### config.mk
export PLATFORM = sky130hd
export DESIGN_NAME = ebit_engine
export DESIGN_NICKNAME = d
export VERILOG_FILES = /design/src/rtl/ebit_pkg.sv /design/src/rtl/ebit_rx_status.sv /design/src/rtl/ebit_tx_select.sv /design/src/rtl/ebit_err_counter.sv /design/src/rtl/ebit_engine.sv
export SDC_FILE = /design/constraint.sdc
export NUM_CORES = 1
export LEC_CHECK = 0
export ABC_AREA = 1
export CORE_ASPECT_RATIO = 0.6
export CORE_MARGIN = 2
export CORE_UTILIZATION = 55
export CTS_BUF_LIST = sky130_fd_sc_hd__clkbuf_4
export DETAILED_ROUTE_END_ITERATION = 8
export GPL_ROUTABILITY_DRIVEN = 0
export PLACE_DENSITY_LB_ADDON = 0.25
export SYNTH_ARGS = -nofsm -noshare
export SYNTH_HDL_FRONTEND = slang
export SYNTH_SLANG_ARGS = --single-unit
### constraint.sdc
create_clock -name clk -period 2.9 [get_ports clk]
set_input_delay 0.58 -clock clk [delete_from_list [all_inputs] [get_ports clk]]
set_output_delay 0.58 -clock clk [all_outputs]
set_load 0.005 [all_outputs]
### src/rtl/ebit_pkg.sv
// Package: shared encodings for the E-bit handler.
// Assumes the framer reports alignment as one of the codes below.
package ebit_pkg;
    typedef enum logic [1:0] {
        SYNC_DOUBLE   = 2'b00,
        SYNC_MF_HUNT  = 2'b01,
        SYNC_MF_ALIGN = 2'b10,
        SYNC_UNUSED   = 2'b11
    } sync_code_e;

    localparam int unsigned NUM_EBITS = 2;  // lane 0: frame 13, lane 1: frame 15
endpackage

### src/rtl/ebit_rx_status.sv
// Module: ebit_rx_status
// Holds the CRC verdicts of received submultiframes as E-bit values
// (1 = good). The verdict of submultiframe I is parked until
// submultiframe II completes; then both are published together.
// Assumes at most one smf_done strobe per cycle.
module ebit_rx_status (
    input  logic       clk,
    input  logic       rst_n,
    input  logic       smf_done,
    input  logic       smf_sel,
    input  logic       smf_crc_err,
    output logic [1:0] stat_bits
);
    logic parked_first;

    // Park the first verdict; publish the pair when the second arrives.
    always_ff @(posedge clk) begin
        if (!rst_n) begin
            parked_first <= 1'b1;
            stat_bits    <= 2'b11;
        end else if (smf_done) begin
            if (!smf_sel) begin
                parked_first <= ~smf_crc_err;
            end else begin
                stat_bits <= {~smf_crc_err, parked_first};
            end
        end
    end
endmodule

### src/rtl/ebit_tx_select.sv
// Module: ebit_tx_select
// Chooses the transmitted E-bit per lane and registers it at a
// transmit multiframe boundary. Aligned: host bits or received
// verdicts, depending on auto_mode. Not aligned: polarity bit.
// Assumes mf_start is a one-cycle strobe.
module ebit_tx_select #(
    parameter int unsigned LANES = ebit_pkg::NUM_EBITS
) (
    input  logic             clk,
    input  logic             rst_n,
    input  logic             mf_start,
    input  logic             aligned,
    input  logic             auto_mode,
    input  logic             pol,
    input  logic [LANES-1:0] host_bits,
    input  logic [LANES-1:0] stat_bits,
    output logic [LANES-1:0] ebits
);
    genvar g;
    generate
        for (g = 0; g < LANES; g++) begin : g_lane
            logic next_bit;

            // Pick the source for this lane.
            always_comb begin
                if (!aligned)       next_bit = pol;
                else if (auto_mode) next_bit = stat_bits[g];
                else                next_bit = host_bits[g];
            end

            // Load the lane only at a multiframe boundary.
            always_ff @(posedge clk) begin
                if (!rst_n)        ebits[g] <= 1'b1;
                else if (mf_start) ebits[g] <= next_bit;
            end
        end
    endgenerate
endmodule

### src/rtl/ebit_err_counter.sv
// Module: ebit_err_counter
// Counts zero E-bits in the two E-bit frames while aligned, stops at
// the maximum value, and on rd copies the count to snap and restarts
// it. An event in the read cycle opens the new period with 1.
// Assumes rx_valid marks one timeslot-0 byte per strobe.
module ebit_err_counter #(
    parameter int unsigned CNT_W    = 16,
    parameter int unsigned FRAME_W  = 4,
    parameter int unsigned FRAME_A  = 13,
    parameter int unsigned FRAME_B  = 15,
    parameter int unsigned EBIT_POS = 7
) (
    input  logic               clk,
    input  logic               rst_n,
    input  logic               aligned,
    input  logic               rx_valid,
    input  logic [FRAME_W-1:0] rx_idx,
    input  logic [7:0]         rx_byte,
    input  logic               rd,
    output logic [CNT_W-1:0]   count,
    output logic [CNT_W-1:0]   snap
);
    localparam logic [CNT_W-1:0]   CNT_MAX = {CNT_W{1'b1}};
    localparam logic [FRAME_W-1:0] IDX_A   = FRAME_W'(FRAME_A);
    localparam logic [FRAME_W-1:0] IDX_B   = FRAME_W'(FRAME_B);

    logic is_eframe;
    logic hit;

    // Qualify a received zero E-bit.
    always_comb begin
        is_eframe = (rx_idx == IDX_A) || (rx_idx == IDX_B);
        hit       = rx_valid && aligned && is_eframe && !rx_byte[EBIT_POS];
    end

    // Saturating count with latch-and-clear read.
    always_ff @(posedge clk) begin
        if (!rst_n) begin
            count <= '0;
            snap  <= '0;
        end else if (rd) begin
            snap  <= count;
            count <= hit ? CNT_W'(1) : '0;
        end else if (hit && count != CNT_MAX) begin
            count <= count + 1'b1;
        end
    end
endmodule

### src/rtl/ebit_engine.sv
// Module: ebit_engine (top)
// E1 CRC-4 E-bit handler: transmit E-bit selection for frames 13/15
// and receive E-bit error counting. Assumes strobes are one cycle long
// and that CRC verdicts come from an external checker.
module ebit_engine #(
    parameter int unsigned CNT_W    = 16,
    parameter int unsigned FRAME_W  = 4,
    parameter int unsigned FRAME_A  = 13,
    parameter int unsigned FRAME_B  = 15,
    parameter int unsigned EBIT_POS = 7
) (
    input  logic               clk,
    input  logic               rst_n,
    input  logic [1:0]         sync_state,
    input  logic               auto_mode,
    input  logic               ebit_pol,
    input  logic               host_e13,
    input  logic               host_e15,
    input  logic               smf_done,
    input  logic               smf_sel,
    input  logic               smf_crc_err,
    input  logic               tx_mf_start,
    output logic               tx_e13,
    output logic               tx_e15,
    input  logic               rx_ts0_valid,
    input  logic [FRAME_W-1:0] rx_frame_idx,
    input  logic [7:0]         rx_ts0_byte,
    input  logic               cnt_rd,
    output logic [CNT_W-1:0]   cnt_snap
);
    import ebit_pkg::*;

    logic                 aligned;
    logic [NUM_EBITS-1:0] stat_bits;
    logic [NUM_EBITS-1:0] ebits;
    logic [CNT_W-1:0]     err_count;

    // Decode the alignment code.
    always_comb aligned = (sync_code_e'(sync_state) == SYNC_MF_ALIGN);

    ebit_rx_status u_status (
        .clk         (clk),
        .rst_n       (rst_n),
        .smf_done    (smf_done),
        .smf_sel     (smf_sel),
        .smf_crc_err (smf_crc_err),
        .stat_bits   (stat_bits)
    );

    ebit_tx_select #(.LANES(NUM_EBITS)) u_tx (
        .clk       (clk),
        .rst_n     (rst_n),
        .mf_start  (tx_mf_start),
        .aligned   (aligned),
        .auto_mode (auto_mode),
        .pol       (ebit_pol),
        .host_bits ({host_e15, host_e13}),
        .stat_bits (stat_bits),
        .ebits     (ebits)
    );

    ebit_err_counter #(
        .CNT_W    (CNT_W),
        .FRAME_W  (FRAME_W),
        .FRAME_A  (FRAME_A),
        .FRAME_B  (FRAME_B),
        .EBIT_POS (EBIT_POS)
    ) u_cnt (
        .clk      (clk),
        .rst_n    (rst_n),
        .aligned  (aligned),
        .rx_valid (rx_ts0_valid),
        .rx_idx   (rx_frame_idx),
        .rx_byte  (rx_ts0_byte),
        .rd       (cnt_rd),
        .count    (err_count),
        .snap     (cnt_snap)
    );

    // Map lanes to output pins.
    always_comb begin
        tx_e13 = ebits[0];
        tx_e15 = ebits[1];
    end
endmodule

# Word-level counts from Yosys, hierarchy flattened
# Index checks and enable logic that the tools add are counted.
op_classes:
  mux: 7
  n_addsub: 1
  n_reduce_logical: 9
  bitwise: 2
  eq_ne: 4
op_table:
  columns: ["operator", "count"]
  rows:
  - ["16-bit 2-to-1 mux", 2]
  - ["16-bit by 1-bit adder with 16-bit output (second input constant)", 1]
  - ["16-bit inequality test (second input constant)", 1]
  - ["4-bit == test (second input constant)", 2]
  - ["1-bit 2-to-1 mux", 5]
  - ["1-bit logical AND", 4]
  - ["2-bit AND reduction", 2]
  - ["2-bit == test (second input constant)", 1]
  - ["1-bit NOT", 2]
  - ["2-bit nonzero test", 1]
  - ["1-bit zero test", 1]
  - ["1-bit logical OR", 1]
word_totals:
  register_bits: 37
  inputBits: 26
  out_inout_bits: 18
  elab_cells: 29

# Logic depth before layout (Yosys ltp)
# Gate-level depths: netlist (run 1).
logic_depth:
  depth_word: 7
  depth_mapped: 9
  ltp_nobuf: 9

# Cells and area by module
# Synthesis (run 1) repeated with hierarchy kept, for this count alone.
hier_totals:
  hier_cells: 272
  hier_area_um2: 1794.2
by_module_without_submodules:
  columns: ["mod", "n_inst", "cells_per_inst", "area_per_inst_um2", "seq_area_each_um2"]
  rows:
  - ["ebit_err_counter", 1, 229, 1536.5, 640.6]
  - ["ebit_tx_select", 1, 25, 131.4, 40.0]
  - ["ebit_rx_status", 1, 16, 116.4, 60.1]
  - ["ebit_engine", 1, 2, 10.0, 0.0]

# Least setup slack after synthesis (run 1)
# OpenSTA, ideal clock, no wires.
synth_timing:
  kind: "in2reg"
  start: "in sync_state[0]"
  end: "reg u_cnt.count[12]"
  t_required_ps: 2783
  setup_time_ps: 117
  setup_slack_ps: 1298
  path_buffers: 1
  t_arrival_ps: 1485
  path_stages: 7
  path_cell_list: "inv_1 > nand2_1 > nor3_4 > nand2_4 > buf_6 > o21bai_1 > a21oi_1"
synth_via:
  elab_chain_len: 6
synth_lines:
  columns: ["item", "line", "text"]
  rows:
  - ["from (decl)", "ebit_engine.sv:14", "input logic [1:0] sync_state,"]
  - ["2-bit == test", "ebit_engine.sv:39", "always_comb aligned = (sync_code_e'(sync_state) == SYNC_MF_ALIGN);"]
  - ["1-bit logical AND (3 in a row)", "ebit_err_counter.sv:33", "hit = rx_valid && aligned && is_eframe && !rx_byte[EBIT_POS];"]
  - ["1-bit logical AND", "ebit_err_counter.sv:44", "end else if (hit && count != CNT_MAX) begin"]
  - ["2-bit nonzero test (no line)", null, null]
  - ["to (signal assigned)", "ebit_err_counter.sv:43", "count <= hit ? CNT_W'(1) : '0;"]
  - ["to (signal assigned)", "ebit_err_counter.sv:45", "count <= count + 1'b1;"]
  - ["to (decl)", "ebit_err_counter.sv:20", "output logic [CNT_W-1:0] count,"]
# No other way between the ends.
# A chain may end at the register's enable or synchronous reset.

# Worst setup path in the final report (run 1)
layout_timing:
  start: "in rx_frame_idx[0]"
  end: "reg u_cnt.count[12]"
layout_via:
  elab_chain_len: 6
  word_cells_on_any_way: 7
  classes_between: "2 x eq/ne; 5 x reduce/logical"
layout_lines:
  columns: ["item", "line", "text"]
  rows:
  - ["from (decl)", "ebit_engine.sv:26", "input logic [FRAME_W-1:0] rx_frame_idx,"]
  - ["4-bit == test", "ebit_err_counter.sv:32", "is_eframe = (rx_idx == IDX_A) || (rx_idx == IDX_B);"]
  - ["1-bit logical OR *", "ebit_err_counter.sv:32", null]
  - ["1-bit logical AND * (2 in a row)", "ebit_err_counter.sv:33", null]
  - ["1-bit logical AND *", "ebit_err_counter.sv:44", null]
  - ["2-bit nonzero test (no line) *", null, null]
# Every way passes the cells marked *; elsewhere a longest branch is shown, timed or not.

==> flow_summary_export.csv, run 1 <==
group,metric,value,unit
clock_network,htree_levels,2,
critical_path,max_stage_delay,0.51,ns
timing,setup_ws,0.975,ns
synth,syn_inst,272,
drt,first_pass_iters,4,
timing,post-route-period-util,0.664,
clock_network,postCtsSetupRepairBufs,0,
drt,drcViolationCount,0,
drt,postRouteAntennaNets,0,
timing,maxSlewHeadroom,0.657,
die,start_util,0.567,
critical_path,crit_required,3.18,ns
grt,grt.busiest_layer,"met1",
critical_path,worstSetupPathType,"in2reg",
grt,grt_pass1_vias,1609,
synth,syn_avg_cell_area,6.72,sq um
critical_path,path_delay_family,"simple AND/OR/NAND/NOR gates",
synth,syn_area,0.00183,sq mm
timing,hold_slack,0.488,ns
clock_network,clockBufferDepth,2,
timing,fin_skew,0.00761,ns
critical_path,cpMostUsedCell,"nand2_1",
min_path,hold_start,"u_tx.ebits[1]",
clock_network,cts.reportedPaths.clkPinSlew,0.12,ns
synth,synthesis.nets,299,
clock_network,cts_tree,"done",
flow_run,cap_violations,0,
drt,drt_iter0_drc,127,
synth,synth.top_cell.area_share,0.405,
synth,seq_area_frac_synth,0.405,
min_path,min_path_type,"reg2reg",
clock_network,postCtsHoldBufs,0,
clock_network,cts_buffers,5,
timing,fmax,520,MHz
power_and_ir_drop,p_leak,0.880,nW
drt,avgViaCountPerCell,5.17,
critical_path,timing.rr.start,"u_cnt.count[1]",
drt,vias,1847,
die,coreArea,0.00322,sq mm
critical_path,cp_max_fo,14,
synth,synth_warnings,0,
critical_path,crit_chain,"clkdlybuf4s50_1, nand2_1, nor3_4, nand2_4, nand2_2, nand2_1, a21oi_1",
power_and_ir_drop,powerDensity,404,mW/mm^2
grt,grt_overflow,0,
die,design.die.area,0.00382,sq mm
placement,portBuffers,36,
timing,rsz0062_at_grt,"false",
die,fp.dieW,78.4,um
finish,layout.cells.non_filler,357,
grt,grt_pass1_wl,7390,um
grt,antenna_found_initial,0,
timing,final-setup-viol-count,0,
timing,drv_slew,0,
die,die_h,48.7,um
critical_path,arrival,2.21,ns
finish,nets,338,
grt,grt_use_met2,0.336,
timing,finalSetupTns,0,ns
critical_path,crit_path_end_kind,"register",
grt,grt_max_degree,23,
finish,final_cell_mix,"59 x nand2_1, 39 x nor2_1, 37 x dfxtp_1, 36 x clkdlybuf4s50_1, 30 x inv_1",
synth,yosys.area.top_type,"dfxtp_1",
clock_network,cts_resized,0,
critical_path,cp_slowest_cell,"clkdlybuf4s50_1",
power_and_ir_drop,max-vdd-ir-drop,0.000311,V
drt,wl_per_cell,11.9,um
finish,layout_commonest_cell,"nand2_1",
critical_path,critPathBufInv,1,
grt,grt_use_met3,0.0672,
timing,timing_hold_violations_final,0,
drt,drt_wl_total,4250,um
synth,ys_ff_latch,37,
status,outcome,"complete, no violations",
clock_network,clk_latency,0.34,ns
placement,placedCellCount,349,
finish,drive_above_1_share,0.0641,
clock_network,cts_root_buffer,"clkbuf_4",
finish,antennaDiodeCount,0,
synth,netlist_top_cells_area,"dfxtp_1 41%, nand2_1 12%, nor2_1 8.0%",
synth,netlist-cell-type-count,25,
finish,area_delta_synth_final,25.7,%
grt,grt_usage,0.244,
placement,dp_hpwl,3050,um
critical_path,cp-start-kind,"primary input",
die,rows,16,
timing,tightest_slew,0.511,ns
timing,layout_min_cycle_time,1.92,ns
clock_network,numClockSinks,37,
grt,use_met1,0.374,
critical_path,crit_path_start,"rx_frame_idx[0]",
die,pin_count,44,
placement,dpl_worst_slack,0.621,ns
## layout make-up
class                      instances  area [sq um]
sequential                        37           741
timing repair buffer              40           390
tap                               45          56.3
multi-input combinational        193           922
clock buffer                       6          45.0
fill                             271           926
inverter                          34           128
clock inverter                     2          15.0
## metal layers
| layer | vias up | wire, um |
|---|---|---|
| met5 | - | 0 |
| met4 | 0 | 25 |
| met2 | 67 | 1660 |
| met3 | 4 | 324 |
| li1 | 967 | - |
| met1 | 809 | 2240 |
## cells by family after synthesis
logic type                 synth area share
and+or+nand+nor                       0.334
AOI/OAI and AO/OA                     0.159
buffers and inverters                0.0904
DFF                                   0.405
xor gates and xnor gates            0.00479
adders and majority gates           0.00684
## final timing paths
path / endpoint / slack, ns / cells after the start
worst max register to register: u_cnt.count[12] / 1.02 / 8
worst min register to register: u_tx.ebits[1] / 0.49 / 2
worst min-delay path: u_tx.ebits[1] / 0.49 / 2
worst max-delay path: u_cnt.count[12] / 0.98 / 7
## cells in the mapped netlist, drive strengths merged
cell and instances:
nand2 61, nor2 41, dfxtp 37, inv 32, a21oi 26, o21ai 26, nand3 21, nand4 9
clkbuf 7, nor3 3, clkinv 2, buf 1, ha 1, o211ai 1, o21bai 1, o22ai 1
o311ai 1, xor2 1
## worst register-to-register path, stage by stage (launching register included)
cell and delay, ns:
dfxtp_1 0.45, ha_1 0.22, nand3_1 0.15, clkinv_1 0.16, nand4_4 0.22, nand2_4 0.23
nand2_2 0.17, nand2_1 0.13, a21oi_1 0.07
## metrics by stage
| step | total power (W) | area (sq um) | util |
|---|---|---|---|
| 3_5_place_dp | 0.000660 | 2240 | 0.694 |
| 2_1_floorplan | 0.000594 | 1830 | - |
| 3_3_place_gp | 0.000659 | 2240 | 0.694 |
| 6_report | 0.000928 | 2300 | 0.713 |
| 5_1_grt | 0.000972 | 2300 | 0.713 |
| 4_1_cts | 0.000934 | 2300 | 0.713 |
## power breakdown
part           switching [W]  internal [W]
Combinational      0.0000539     0.0000615
Clock               0.000174      0.000104
Sequential        0.00000882      0.000526
## state kept, by name (all words and copies together) (netlist names)
name and flops:
u_status.parked_first 1, u_tx.ebits 2, u_status.stat_bits 2, u_cnt.snap 16, u_cnt.count 16
No activity file was read; power rests on OpenSTA's default activity.
==> run 2: changes to the inputs <==
- CORE_UTILIZATION: 55 -> 46
- clock period: 2.9 -> 1.75 ns (I/O delays scaled with it)
==> run 2 against run 1 <==
Flip-flop and latch count unchanged. Non-clock buffer count up 20. Critical path depth up 1. Combinational power up 85%. Sequential power up 66%. First-iteration DRC count up 25%. Total power up 85%. Die area up 18%. Clock power up 120%. Core utilization down 4.5 points. Via count up 3.5%. Critical path type is now reg2reg. Highest routed layer unchanged.
==> flow_summary_export.csv, run 2 (synthesized netlist as in run 1, its figures left out) <==
group,metric,value,unit
drt,wl_per_cell,12.3,um
die,design.die.area,0.00451,sq mm
timing,maxSlewHeadroom,0.780,
power_and_ir_drop,p_sw,0.000408,W
die,rows,17,
min_path,min_path_type,"reg2reg",
power_and_ir_drop,p_int,0.00131,W
die,pin_count,44,
placement,dp_hpwl,3490,um
critical_path,worstSetupPathType,"reg2reg",
power_and_ir_drop,p_seq_frac,0.516,
clock_network,cts_resized,0,
timing,hold_slack,0.491,ns
grt,grt_pass1_wl,7710,um
flow_run,cap_violations,0,
die,fp.dieW,85.4,um
timing,drv_slew,0,
finish,drive_above_1_share,0.120,
finish,area_delta_synth_final,36.7,%
power_and_ir_drop,pwr-share-clk,0.360,
timing,timing_hold_violations_final,0,
drt,drt_iter0_drc,159,
clock_network,clk_latency,0.35,ns
timing,setup_ws,0.144,ns
finish,layout.cells.non_filler,379,
clock_network,postCtsHoldBufs,0,
power_and_ir_drop,p_comb_frac,0.124,
critical_path,crit_path_end_kind,"register",
timing,layout_min_cycle_time,1.61,ns
clock_network,htree_levels,2,
clock_network,cts_tree,"done",
critical_path,r2r_slack,0.14,ns
timing,post-route-period-util,0.918,
timing,fin_skew,0.0214,ns
finish,largest_registers,"u_cnt.count x16, u_cnt.snap x16",
timing,rsz0062_at_grt,"false",
power_and_ir_drop,max-vdd-ir-drop,0.000525,V
finish,multi_input_area,922,sq um
grt,antenna_found_initial,0,
finish,antennaDiodeCount,0,
die,die_h,52.8,um
drt,avgViaCountPerCell,5.04,
critical_path,path_delay_family,"simple AND/OR/NAND/NOR gates",
timing,fmax,623,MHz
critical_path,crit_required,2.02,ns
finish,final_cell_mix,"59 x nand2_1, 39 x nor2_1, 37 x dfxtp_1, 36 x clkdlybuf4s50_1, 30 x inv_1",
clock_network,clockBufferDepth,2,
placement,dpl_worst_slack,-0.0763,ns
power_and_ir_drop,powerDensity,687,mW/mm^2
power_and_ir_drop,p_sw_frac,0.238,
clock_network,cts.reportedPaths.clkPinSlew,0.12,ns
timing,final-setup-viol-count,0,
placement,placedCellCount,371,
power_and_ir_drop,p_leak,1.01,nW
drt,vias,1912,
finish,regArea,741,sq um
critical_path,cp-start-kind,"register",
timing,tightest_slew,0.328,ns
finish,layout_commonest_cell,"nand2_1",
critical_path,arrival,1.88,ns
grt,grt_usage,0.228,
critical_path,critPathBufInv,1,
critical_path,cp_slowest_cell,"dfxtp_1",
finish,fillCellCount,339,
status,outcome,"complete, no violations",
drt,drt_wl_total,4680,um
die,start_util,0.488,
clock_network,cts_buffers,5,
finish,nets,358,
grt,grt_pass1_vias,1619,
clock_network,numClockSinks,37,
drt,drcViolationCount,0,
clock_network,cts_root_buffer,"clkbuf_4",
critical_path,cp_max_fo,8,
clock_network,postCtsSetupRepairBufs,0,
grt,grt_overflow,0,
grt,grt_max_degree,23,
critical_path,crit_chain,"ha_1, nand3_1, clkinv_1, nand4_4, nand2_4, nand2_2, nand2_1, a21oi_1",
die,coreArea,0.00374,sq mm
placement,portBuffers,36,
drt,postRouteAntennaNets,0,
critical_path,max_stage_delay,0.36,ns
drt,first_pass_iters,4,
-- run 2: changes by cell type in the layout (fill, tap and decap cells not counted) --
cell / delta
buf_12: +2
buf_4: +18
bufinv_16: +1
clkinv_4: +1
clkinvlp_4: -2
-- run 2: area by class of cell --
| type | count | share of cell area |
|---|---|---|
| Multi-Input combinational cell | 193 | 0.369 |
| Clock inverter | 2 | 0.0155 |
| Clock buffer | 6 | 0.0180 |
| Inverter | 34 | 0.0511 |
| Timing Repair Buffer | 60 | 0.226 |
| Tap cell | 47 | 0.0235 |
| Sequential cell | 37 | 0.296 |
-- run 2: path summary, 6_finish.rpt --
path	from	to	cells after the start
worst max-delay path	u_cnt.count[0]	u_cnt.count[5]	8
worst min-delay path	u_tx.ebits[1]	u_tx.ebits[1]	2
worst max register to register	u_cnt.count[0]	u_cnt.count[5]	8
worst min register to register	u_tx.ebits[1]	u_tx.ebits[1]	2
-- run 2: power groups by stage --
stage               clock network (W)  logic [W]  registers, W
global placement                    0   0.000209      0.000905
CTS                          0.000622   0.000214      0.000887
detailed placement                  0   0.000212      0.000906
finish                       0.000617   0.000213      0.000886
global route                 0.000666   0.000237      0.000890
floorplan                           0  0.0000801      0.000905
-- run 2: through the flow --
| step | util | TNS [ns] | total power [W] | area [sq um] |
|---|---|---|---|---|
| after CTS | 0.667 | 0 | 0.00172 | 2500 |
| after floorplan | - | 0 | 0.000985 | 1830 |
| after global routing | 0.667 | 0 | 0.00179 | 2500 |
| after detailed placement | 0.645 | -0.170 | 0.00112 | 2410 |
| after global placement | 0.645 | -0.0988 | 0.00111 | 2410 |
| final | 0.667 | 0 | 0.00172 | 2500 |
-- run 2: worst reg2reg max path: stages, from the launching register on --
cell	delay (ns)
dfxtp_1	0.36
ha_1	0.23
nand3_1	0.13
clkinv_1	0.15
nand4_4	0.17
nand2_4	0.09
nand2_2	0.19
nand2_1	0.08
a21oi_1	0.13
-- run 2: metal layers --
metal | routed length (um) | global-route usage | up-vias
li1 | - | - | 1005
met1 | 2550 | 0.341 | 844
met2 | 1750 | 0.318 | 56
met3 | 325 | 0.0535 | 7
met4 | 55 | 0.0714 | 0
met5 | 0 | 0 | -
==> run 3: changes to the inputs <==
- CAP_MARGIN: unset -> 30
- GPL_TIMING_DRIVEN: unset -> 0
==> run 3 against run 2 <==
Final area is 4.3% lower. Largest cell class unchanged. Sequential power is essentially flat. Sequential share of layout area rose by 1.4 points. Die area unchanged. Final cell count down 2.6%. First-iteration DRC count up 23%. Highest routed layer unchanged. Clock-buffer cell count is 1 lower.
==> flow_summary_export.csv, run 3 (synthesized netlist as in run 1, its figures left out) <==
group,metric,value,unit
status,outcome,"complete, no violations",
finish,final_cell_mix,"59 x nand2_1, 38 x nor2_1, 35 x clkdlybuf4s50_1, 35 x dfxtp_1, 30 x inv_1",
drt,drt_wl_total,4810,um
drt,wl_per_cell,13.0,um
die,pin_count,44,
critical_path,path_delay_family,"simple AND/OR/NAND/NOR gates",
grt,grt_usage,0.225,
critical_path,ff2ff_path_depth,8,
drt,first_pass_iters,4,
power_and_ir_drop,powerDensity,711,mW/mm^2
critical_path,crit_cells,8,
clock_network,htree_levels,2,
critical_path,r2r_slack,0.08,ns
clock_network,cts_buffers,5,
critical_path,cp-start-kind,"register",
grt,antenna_found_initial,0,
placement,portBuffers,35,
timing,hold_slack,0.489,ns
critical_path,max_stage_delay,0.39,ns
clock_network,cts_root_buffer,"clkbuf_4",
power_and_ir_drop,p_leak,0.927,nW
die,design.die.area,0.00451,sq mm
critical_path,critPathBufInv,2,
finish,area_delta_synth_final,30.8,%
finish,layout.cells.non_filler,369,
timing,drv_slew,0,
clock_network,postCtsHoldBufs,0,
grt,grt_max_degree,14,
timing,post-route-period-util,0.955,
flow_run,cap_violations,0,
drt,drt_iter0_drc,195,
critical_path,cpMostUsedCell,"nand3_1",
placement,placedCellCount,354,
finish,fillCellCount,348,
placement,dp_hpwl,3430,um
die,die_h,52.8,um
critical_path,cp_slowest_cell,"dfxtp_2",
timing,maxSlewHeadroom,0.654,
critical_path,crit_path_end_kind,"register",
clock_network,clk_latency,0.35,ns
drt,vias,1905,
timing,layout_min_cycle_time,1.67,ns
grt,grt_pass1_vias,1604,
timing,timing_hold_violations_final,0,
power_and_ir_drop,max-vdd-ir-drop,0.000501,V
critical_path,cp_max_fo,10,
min_path,holdPathStages,2,
timing,tightest_slew,0.519,ns
die,start_util,0.488,
die,coreArea,0.00374,sq mm
critical_path,crit_chain,"ha_1, nand3_1, inv_2, nand4_4, nand2_4, buf_6, nand3_1, a21oi_1",
critical_path,arrival,1.94,ns
die,rows,17,
grt,grt_pass1_wl,7740,um
clock_network,cts_tree,"done",
drt,drcViolationCount,0,
grt,grt_overflow,0,
die,fp.dieW,85.4,um
timing,final-setup-viol-count,0,
timing,fin_skew,0.0118,ns
clock_network,cts.reportedPaths.clkPinSlew,0.13,ns
finish,antennaDiodeCount,0,
finish,layout_commonest_cell,"nand2_1",
timing,fmax,598,MHz
drt,postRouteAntennaNets,0,
clock_network,numClockSinks,37,
finish,drive_above_1_share,0.0870,
critical_path,worstSetupPathType,"reg2reg",
finish,largest_registers,"u_cnt.count x16, u_cnt.snap x16",
clock_network,clockBufferDepth,2,
finish,nets,348,
min_path,min_path_type,"reg2reg",
drt,avgViaCountPerCell,5.16,
critical_path,crit_required,2.02,ns
-- run 3: cell type report --
class | instances | area, sq um | share of cell area
Buffer | 8 | 37.5 | 0.0157
Clock buffer | 5 | 37.5 | 0.0157
Clock inverter | 3 | 46.3 | 0.0194
Inverter | 34 | 128 | 0.0534
Multi-Input combinational cell | 193 | 925 | 0.387
Sequential cell | 37 | 743 | 0.311
Tap cell | 47 | 58.8 | 0.0246
Timing Repair Buffer | 42 | 415 | 0.174
-- run 3: path summary, 6_finish.rpt --
kind,start,endpoint
min,u_tx.ebits[1],u_tx.ebits[1]
max,u_cnt.count[1],u_cnt.count[0]
max reg2reg,u_cnt.count[1],u_cnt.count[0]
min reg2reg,u_tx.ebits[1],u_tx.ebits[1]
-- run 3: per-stage QoR --
| stage | util | TNS (ns) | total power [W] | worst slack (ns) | cell area [sq um] |
|---|---|---|---|---|---|
| floorplan | - | 0 | 0.000985 | 0.287 | 1830 |
| finish | 0.639 | 0 | 0.00170 | 0.0780 | 2390 |
| detailed placement | 0.598 | -3.98 | 0.00110 | -0.298 | 2240 |
| CTS | 0.620 | 0 | 0.00170 | 0.0212 | 2320 |
| global route | 0.639 | -0.0193 | 0.00177 | -0.0107 | 2390 |
| global placement | 0.598 | -3.59 | 0.00109 | -0.290 | 2240 |
-- run 3: layer usage --
layer	global-route usage	wire, um	up-vias
met1	0.339	2550	851
met4	0.0397	30	0
met2	0.315	1840	69
met3	0.0661	399	4
li1	-	-	981
met5	0	0	-
-- run 3: power by group --
group | total, W | internal [W] | switching, W | leakage (nW)
registers | 0.000887 | 0.000871 | 0.0000152 | 0.303
logic | 0.000194 | 0.0000994 | 0.0000951 | 0.582
clock network | 0.000620 | 0.000303 | 0.000317 | 0.0414
-- run 3: repair_timing --
| action | in CTS | in global routing |
|---|---|---|
| setup buffers | 0 | 7 |
| setup endpoints to repair | 7 | 15 |
| gates resized for setup | 1 | 3 |
| pin swaps | 1 | 2 |
| hold endpoints to repair | 0 | 0 |
-- run 3: tightest hold or removal path, delay by kind of cell (launching register included) --
kind / cells / cell delay [ns]
compound gates: 1 / 0.07
flops: 1 / 0.34
simple gates: 1 / 0.05
